[config.mk]
export PLATFORM = sky130hd
export DESIGN_NAME = twb_master
export DESIGN_NICKNAME = d
export VERILOG_FILES = /design/src/rtl/twb_pkg.sv /design/src/rtl/twb_qtimer.sv /design/src/rtl/twb_bitphy.sv /design/src/rtl/twb_master.sv
export SDC_FILE = /design/constraint.sdc
export NUM_CORES = 1
export LEC_CHECK = 0
export BUFFER_PORTS_ARGS = -buffer_cell sky130_fd_sc_hd__buf_2
export CORE_ASPECT_RATIO = 1.2
export CORE_MARGIN = 2
export CORE_UTILIZATION = 30
export CTS_BUF_LIST = sky130_fd_sc_hd__clkbuf_16
export DETAILED_ROUTE_END_ITERATION = 6
export PLACE_DENSITY = 0.6
export SYNTH_ARGS = -nofsm -noshare
export SYNTH_HDL_FRONTEND = slang
export SYNTH_HIERARCHICAL = 1
export SYNTH_SLANG_ARGS = --single-unit
[constraint.sdc]
create_clock -name clk -period 3.6 [get_ports clk]
set_input_delay 0.36 -clock clk [delete_from_list [all_inputs] [get_ports clk]]
set_output_delay 0.36 -clock clk [all_outputs]
set_load 0.02 [all_outputs]
[src/rtl/twb_pkg.sv]
package twb_pkg;

    typedef enum logic [1:0] {
        PH_START = 2'd0,
        PH_STOP  = 2'd1,
        PH_BIT   = 2'd2
    } ph_cmd_e;

    typedef enum logic [2:0] {
        ST_IDLE  = 3'd0,
        ST_WAIT  = 3'd1,
        ST_START = 3'd2,
        ST_BYTE  = 3'd3,
        ST_STOP  = 3'd4
    } eng_st_e;

    // control register bit positions
    localparam int CB_EN  = 6;
    localparam int CB_STA = 5;
    localparam int CB_STP = 4;
    localparam int CB_FLG = 3;
    localparam int CB_AAK = 2;

    // interrupt-control register bit positions
    localparam int IB_IEN   = 6;
    localparam int IB_SDAOV = 8;
    localparam int IB_SCLOV = 9;

    // status codes
    localparam logic [7:0] SC_START      = 8'h08;
    localparam logic [7:0] SC_RSTART     = 8'h10;
    localparam logic [7:0] SC_WADDR_ACK  = 8'h18;
    localparam logic [7:0] SC_WADDR_NAK  = 8'h20;
    localparam logic [7:0] SC_WDATA_ACK  = 8'h28;
    localparam logic [7:0] SC_WDATA_NAK  = 8'h30;
    localparam logic [7:0] SC_RADDR_ACK  = 8'h40;
    localparam logic [7:0] SC_RADDR_NAK  = 8'h48;
    localparam logic [7:0] SC_RDATA_ACK  = 8'h50;
    localparam logic [7:0] SC_RDATA_NAK  = 8'h58;
    localparam logic [7:0] SC_IDLE       = 8'hF8;

    typedef struct packed {
        logic       active;
        ph_cmd_e    cmd;
        logic [1:0] q;
        logic       tx;
        logic       rx;
        logic       scl_lo;
        logic       sda_lo;
    } phy_s;

    typedef struct packed {
        eng_st_e    st;
        logic       flag;
        logic [7:0] status;
        logic       aak;
        logic       ien;
        logic [1:0] ovr;
        logic [7:0] data;
        logic       txn;
        logic       first;
        logic       rd;
        logic [3:0] bitcnt;
        logic       issued;
    } eng_s;

endpackage

[src/rtl/twb_qtimer.sv]
module twb_qtimer #(
    parameter int QTR_CYC = 4
) (
    input  logic clk,
    input  logic rst_n,
    input  logic run,
    output logic tick
);
    localparam int CW = (QTR_CYC > 1) ? $clog2(QTR_CYC) : 1;
    localparam logic [CW-1:0] LAST = CW'(QTR_CYC - 1);

    logic [CW-1:0] cnt_d, cnt_q;

    always_comb begin
        tick  = run && (cnt_q == LAST);
        cnt_d = cnt_q;
        if (!run || tick) cnt_d = '0;
        else              cnt_d = cnt_q + 1'b1;
    end

    always_ff @(posedge clk or negedge rst_n) begin
        if (!rst_n) cnt_q <= '0;
        else        cnt_q <= cnt_d;
    end
endmodule

[src/rtl/twb_bitphy.sv]
module twb_bitphy
    import twb_pkg::*;
#(
    parameter int QTR_CYC = 4
) (
    input  logic    clk,
    input  logic    rst_n,
    input  logic    cmd_valid,
    input  ph_cmd_e cmd,
    input  logic    tx_bit,
    input  logic    sda_in,
    output logic    done,
    output logic    rx_bit,
    output logic    scl_lo,
    output logic    sda_lo
);
    localparam phy_s PHY_RST = '{active: 1'b0, cmd: PH_START, q: 2'd0,
                                 tx: 1'b1, rx: 1'b1, scl_lo: 1'b0, sda_lo: 1'b0};

    phy_s r_q, r_d;
    logic tick;

    twb_qtimer #(.QTR_CYC(QTR_CYC)) u_qtimer (
        .clk  (clk),
        .rst_n(rst_n),
        .run  (r_q.active),
        .tick (tick)
    );

    // {clock pull-low, data pull-low} for each quarter of a phase
    function automatic logic [1:0] line_plan(ph_cmd_e c, logic [1:0] q, logic tx);
        logic [1:0] v;
        case (c)
            PH_START: case (q)
                2'd0:    v = 2'b10;
                2'd1:    v = 2'b00;
                2'd2:    v = 2'b01;
                default: v = 2'b11;
            endcase
            PH_STOP: case (q)
                2'd0:    v = 2'b11;
                2'd1:    v = 2'b01;
                2'd2:    v = 2'b01;
                default: v = 2'b00;
            endcase
            default: v = {(q == 2'd0) || (q == 2'd3), !tx};
        endcase
        return v;
    endfunction

    always_comb begin
        r_d  = r_q;
        done = r_q.active && tick && (r_q.q == 2'd3);
        if (!r_q.active) begin
            if (cmd_valid) begin
                r_d.active = 1'b1;
                r_d.cmd    = cmd;
                r_d.tx     = tx_bit;
                r_d.q      = 2'd0;
                {r_d.scl_lo, r_d.sda_lo} = line_plan(cmd, 2'd0, tx_bit);
            end
        end else if (tick) begin
            if (r_q.q == 2'd3) begin
                r_d.active = 1'b0;
            end else begin
                r_d.q = r_q.q + 2'd1;
                {r_d.scl_lo, r_d.sda_lo} = line_plan(r_q.cmd, r_q.q + 2'd1, r_q.tx);
                if (r_q.q == 2'd2 && r_q.cmd == PH_BIT) r_d.rx = sda_in;
            end
        end
    end

    always_ff @(posedge clk or negedge rst_n) begin
        if (!rst_n) r_q <= PHY_RST;
        else        r_q <= r_d;
    end

    assign rx_bit = r_q.rx;
    assign scl_lo = r_q.scl_lo;
    assign sda_lo = r_q.sda_lo;

    AST_NO_CMD_WHILE_BUSY: assert property (@(posedge clk) disable iff (!rst_n)
        r_q.active |-> !cmd_valid);

    AST_DATA_MOVES_UNDER_LOW_CLOCK: assert property (@(posedge clk) disable iff (!rst_n)
        (r_q.active && r_q.cmd == PH_BIT && !$stable(r_q.sda_lo)) |-> $past(r_q.scl_lo));
endmodule

[src/rtl/twb_master.sv]
module twb_master
    import twb_pkg::*;
#(
    parameter int QTR_CYC = 4
) (
    input  logic       clk,
    input  logic       rst_n,
    input  logic       ctl_we,
    input  logic [7:0] ctl_wdata,
    output logic [7:0] ctl_rdata,
    input  logic       dat_we,
    input  logic [7:0] dat_wdata,
    output logic [7:0] dat_rdata,
    input  logic       int_we,
    input  logic [9:0] int_wdata,
    output logic [7:0] status,
    output logic       irq,
    output logic       scl_oe,
    output logic       sda_oe,
    input  logic       sda_in
);
    localparam eng_s ENG_RST = '{st: ST_IDLE, flag: 1'b0, status: SC_IDLE, aak: 1'b0,
                                 ien: 1'b0, ovr: 2'b00, data: 8'h00, txn: 1'b0,
                                 first: 1'b0, rd: 1'b0, bitcnt: 4'd0, issued: 1'b0};

    eng_s    r_q, r_d;
    logic    cmd_valid, tx_bit, phy_done, phy_rx, phy_scl_lo, phy_sda_lo;
    ph_cmd_e cmd;
    logic    rd_data, ack;
    logic    unused_bits;

    assign unused_bits = ^{ctl_wdata[7], ctl_wdata[1:0], int_wdata[7], int_wdata[5:0]};

    twb_bitphy #(.QTR_CYC(QTR_CYC)) u_phy (
        .clk      (clk),
        .rst_n    (rst_n),
        .cmd_valid(cmd_valid),
        .cmd      (cmd),
        .tx_bit   (tx_bit),
        .sda_in   (sda_in),
        .done     (phy_done),
        .rx_bit   (phy_rx),
        .scl_lo   (phy_scl_lo),
        .sda_lo   (phy_sda_lo)
    );

    always_comb begin
        r_d       = r_q;
        rd_data   = r_q.rd && !r_q.first;
        ack       = !phy_rx;
        cmd_valid = (r_q.st inside {ST_START, ST_BYTE, ST_STOP}) && !r_q.issued;
        case (r_q.st)
            ST_START: cmd = PH_START;
            ST_STOP:  cmd = PH_STOP;
            default:  cmd = PH_BIT;
        endcase
        if (r_q.bitcnt < 4'd8) tx_bit = rd_data ? 1'b1 : r_q.data[7];
        else                   tx_bit = rd_data ? !r_q.aak : 1'b1;

        if (cmd_valid) r_d.issued = 1'b1;

        if (phy_done) begin
            r_d.issued = 1'b0;
            case (r_q.st)
                ST_START: begin
                    r_d.status = r_q.txn ? SC_RSTART : SC_START;
                    r_d.txn    = 1'b1;
                    r_d.first  = 1'b1;
                    r_d.flag   = 1'b1;
                    r_d.bitcnt = 4'd0;
                    r_d.st     = ST_WAIT;
                end
                ST_STOP: begin
                    r_d.status = SC_IDLE;
                    r_d.txn    = 1'b0;
                    r_d.first  = 1'b0;
                    r_d.rd     = 1'b0;
                    r_d.st     = ST_IDLE;
                end
                ST_BYTE: begin
                    if (r_q.bitcnt < 4'd8) begin
                        r_d.data   = {r_q.data[6:0], phy_rx};
                        r_d.bitcnt = r_q.bitcnt + 4'd1;
                    end else begin
                        r_d.bitcnt = 4'd0;
                        r_d.flag   = 1'b1;
                        r_d.first  = 1'b0;
                        r_d.st     = ST_WAIT;
                        if (r_q.first) begin
                            r_d.rd = r_q.data[0];
                            if (r_q.data[0]) r_d.status = ack ? SC_RADDR_ACK : SC_RADDR_NAK;
                            else             r_d.status = ack ? SC_WADDR_ACK : SC_WADDR_NAK;
                        end else if (r_q.rd) begin
                            r_d.status = r_q.aak ? SC_RDATA_ACK : SC_RDATA_NAK;
                        end else begin
                            r_d.status = ack ? SC_WDATA_ACK : SC_WDATA_NAK;
                        end
                    end
                end
                default: ;
            endcase
        end

        if (int_we) begin
            r_d.ien = int_wdata[IB_IEN];
            r_d.ovr = {int_wdata[IB_SCLOV], int_wdata[IB_SDAOV]};
        end

        if (dat_we && (r_q.st inside {ST_IDLE, ST_WAIT})) r_d.data = dat_wdata;

        if (ctl_we && ctl_wdata[CB_EN]) begin
            if (r_q.st == ST_IDLE) begin
                if (ctl_wdata[CB_STA] && sda_in) begin
                    r_d.aak = ctl_wdata[CB_AAK];
                    r_d.st  = ST_START;
                end
            end else if (r_q.st == ST_WAIT && !ctl_wdata[CB_FLG]) begin
                r_d.flag = 1'b0;
                r_d.aak  = ctl_wdata[CB_AAK];
                if (ctl_wdata[CB_STA])      r_d.st = ST_START;
                else if (ctl_wdata[CB_STP]) r_d.st = ST_STOP;
                else                        r_d.st = ST_BYTE;
            end
        end
    end

    always_ff @(posedge clk or negedge rst_n) begin
        if (!rst_n) r_q <= ENG_RST;
        else        r_q <= r_d;
    end

    assign ctl_rdata = {4'b0000, r_q.flag, r_q.aak, 2'b00};
    assign dat_rdata = r_q.data;
    assign status    = r_q.status;
    assign irq       = r_q.ien && r_q.flag;
    assign scl_oe    = phy_scl_lo || r_q.ovr[1];
    assign sda_oe    = phy_sda_lo || r_q.ovr[0];

    AST_FLAG_HOLDS: assert property (@(posedge clk) disable iff (!rst_n)
        (r_q.flag && !ctl_we) |=> r_q.flag);

    AST_STATUS_HOLDS: assert property (@(posedge clk) disable iff (!rst_n)
        (r_q.flag && !ctl_we) |=> $stable(r_q.status));

    AST_CLOCK_PARKED_LOW: assert property (@(posedge clk) disable iff (!rst_n)
        r_q.flag |-> phy_scl_lo);

    AST_IDLE_RELEASED: assert property (@(posedge clk) disable iff (!rst_n)
        (r_q.st == ST_IDLE) |-> (!phy_scl_lo && !phy_sda_lo));

    AST_IDLE_STATUS: assert property (@(posedge clk) disable iff (!rst_n)
        (r_q.st == ST_IDLE) |-> (r_q.status == SC_IDLE && !r_q.flag));
endmodule

==> results.md <==
* Outcome: completed
* Final worst setup slack at between 1 and 1.5 ns
* Via/cell ratio at approximately 5.0
* Placed Instance Area at ~0.0025 mm²
* Diode count at 0
* Number of buffers created by CTS at 5
* Pwr/cell area at around 350 mW/mm²
* CTS Hold Bufs at 0
* Area grow syn2layout at 10.1%
* WL/cell at roughly 14 µm
* Top_reg_cell synth: dfrtp_1
* CTS H-tree depth at 2
* Port bufs at 39
* Fillers at between 800 and 900
* All-Layer GR Usage at 11.8%
* Critical path arrival at around 2.3 ns
* Skew final at approximately 0.005 ns
* Post-synth ARST share at 100%
* Seq/Total Area, Yosys at between 40% and 50%
* Antenna-violating nets left at 0
* Crit path kind: reg2reg
* Vias in the first global route at around 1,800
* Die X at around 86 µm
* DR DRC count at 0
* Synth Cell Area at approximately 0.0024 mm²
* Max cap viols at 0
* Hold WC Path Type: in2async
* Crit path max fanout at 17
* Sinks on Clock Net at 40
* Post-synthesis cell type count at 56
* Antenna violations before repair at 0
* CP startpoint kind: flip-flop
* Worst Tran Pin Value at 0.904 ns
* Hold Violations, Final at 0
* Hold WS at roughly 0.21 ns
* DR iter-0 viols at around 120
* Die area at 0.00874 mm²
* Met2 wire length at around 2400 µm
* Post-route cell area at between 0.002 and 0.003 mm²
* Yosys warnings at 6
* #FFs+latches synth at 40
* Setup TNS at 0 ns
* First-pass GRT wire length at about 8300 µm
* Wl on met1 at 2240 µm
* Final cycle utilization of the critical path at roughly three fifths
* Clock tree from TritonCTS: yes
* Routed wl met3 at 235 µm
* Post-synth top area share at roughly 34%
* # Post-CTS Setup Buffers at 0
* Drt pass-1 iters at 4
* Rel. slew slack at between 30% and 40%
* Worst path required time at 3.75 ns
* Syn Inst Count at between 200 and 250
* NumNets Final at slightly above 300
* Die H at 102 µm
* EDFF count, synth at 0
* DP HPWL at ~3600 µm
* Multi-input logic area at roughly 0.0011 mm²
* Top Ports at 59
* Achievable Freq at approximately 0.46 GHz
* Post-synth top area cell: dfrtp_1
* Largest net degree at the start of global routing at 41
* Post-Place Setup Slack at approximately 1.5 ns
* Placer Congestion at approximately 0.8
* Total power at approximately 0.9 mW
* Max Slew Vio Count at 0
* Ratio of cells with drive above 1 in the final layout at approximately 30%
* Remaining global-route overflow at 0
* Endpoints failing setup at 0
* Clk buf depth at 2
* Register area at about 0.0010 mm²
* Row count at 35
* Top cells by area, synth: dfrtp_1 34%, buf_4 8.8%, dfstp_2 7.7%, nand2_1 3.8%, ha_1 3.6%
* Unrepaired setup endpoints after global routing: false
* Worst IR Drop VDD at 0.156 mV
* Initial Util at a little under a third
* Clock latency on the worst-skew pair at 0.28 ns
* Max Used Layer: met4
* Total number of vias at between 1,500 and 2,000
* Synth Area per Inst at 9.92 µm²
* Min Tclk post-route at about 2.2 ns
* Clk root buf: clkbuf_16
* CP endpoint kind: flip-flop
* Core area at 0.00771 mm²
* Clock-pin slew on the worst setup and hold paths at 0.06 ns
* P_leak at 1.20 nW
* Final wirelength at a little under 5000 µm
* Resize count post-CTS at 0
-- layout by cell type (no fill, tap or decap), types with 2 or more instances in the layout --
| cell type | netlist | layout |
|---|---|---|
| clkbuf_16 | 0 | 5 |
| o211ai_1 | 2 | 2 |
| dfrtp_1 | 33 | 33 |
| o22ai_1 | 2 | 2 |
| or3_1 | 2 | 2 |
| nor3_1 | 2 | 2 |
| nor3b_2 | 2 | 2 |
| dfstp_2 | 7 | 7 |
| a31oi_1 | 8 | 8 |
| nor2_1 | 13 | 13 |
| nor2b_4 | 2 | 2 |
| ha_1 | 7 | 7 |
| clkinv_2 | 0 | 2 |
| a21oi_1 | 8 | 8 |
| nand2b_1 | 5 | 5 |
| inv_1 | 10 | 10 |
| buf_2 | 0 | 39 |
| mux2_4 | 3 | 3 |
| or2_2 | 2 | 2 |
| nor2b_1 | 5 | 5 |
| nand4_1 | 2 | 2 |
| and3_1 | 8 | 8 |
| a221oi_1 | 2 | 2 |
| mux2_2 | 5 | 5 |
| conb_1 | 1 | 9 |
| o21ai_0 | 13 | 13 |
| a32oi_1 | 2 | 2 |
| o21bai_1 | 2 | 2 |
| o21ai_1 | 7 | 7 |
| nand3_1 | 4 | 4 |
| mux2i_1 | 3 | 3 |
| nand2_1 | 24 | 24 |
| o32ai_1 | 2 | 2 |
-- stage by stage --
step / utilization [%] / std cells
floorplan: - / 250
global placement: 32.5 / 350
detailed placement: 32.5 / 350
CTS: 34.3 / 358
global route: 34.3 / 358
finish: 34.3 / 358
-- cell type report --
cell class	instances	area share, %
clock buffer	5	4.73
clock inverter	3	0.521
inverter	10	1.42
timing repair buffer	39	7.38
sequential	40	38.2
tap	92	4.35
multi-input combinational	169	43.4
-- where the power goes --
group	switching (mW)	total (mW)	internal (mW)	leakage (nW)
Clock	0.172	0.424	0.252	0.0710
Combinational	0.0286	0.0436	0.0150	0.665
Sequential	0.00346	0.459	0.456	0.460
-- cell families after synthesis --
kind of cell / synth area share [%]
simple gates: 20.5
flops: 42.1
mux: 5.94
compound gates: 15.9
fa+ha+maj: 3.65
xor+xnor: 0.365
buf+inv: 11.4
other cells: 0.156
-- cells in the mapped netlist (all sizes together), types with 3 or more instances --
master	number
a21oi	8
nor2b	7
ha	7
buf	30
nand3	5
nand2	24
nor2	14
a31oi	8
inv	10
mux2	9
dfstp	7
mux2i	3
nor3	3
dfrtp	33
and3	9
o21ai	21
nand2b	5
-- registers in the layout, summed over array words and instances (netlist names) --
signal / cells
u_phy/rx_bit: 1
ctl_rdata: 2
r_q: 14
u_phy/r_q: 6
u_phy/scl_lo: 1
status: 5
u_phy/u_qtimer/cnt_q: 2
dat_rdata: 8
u_phy/sda_lo: 1
-- layer usage --
metal	track usage, %	vias to the layer above
li1	-	869
met1	14.5	852
met2	20.3	45
met3	2.67	7
met4	4.52	0
met5	0	-
-- final timing paths --
kind / cells after the start / start / slack (ns) / endpoint
setup / recovery: 7 / u_phy/u_qtimer/cnt_q[0] / 1.42 / dat_rdata[0]
hold / removal: 1 / rst_n / 0.21 / ctl_rdata[2]
setup reg to reg: 7 / u_phy/u_qtimer/cnt_q[0] / 1.42 / dat_rdata[0]
hold reg to reg: 1 / u_phy/u_qtimer/cnt_q[0] / 0.47 / u_phy/u_qtimer/cnt_q[0]
max in group asynchronous: 1 / rst_n / 2.83 / r_q[0]
min in group clk: 2 / ctl_wdata[4] / 0.29 / r_q[30]
-- critical path: stages (launching register included) --
cell and delay [ns]:
dfrtp_1 0.37, ha_1 0.21, and2_2 0.20, and3_2 0.43
and3b_4 0.32, a22oi_4 0.13, a311oi_1 0.32, a21oi_1 0.06
(Power assumes the default switching activity.)
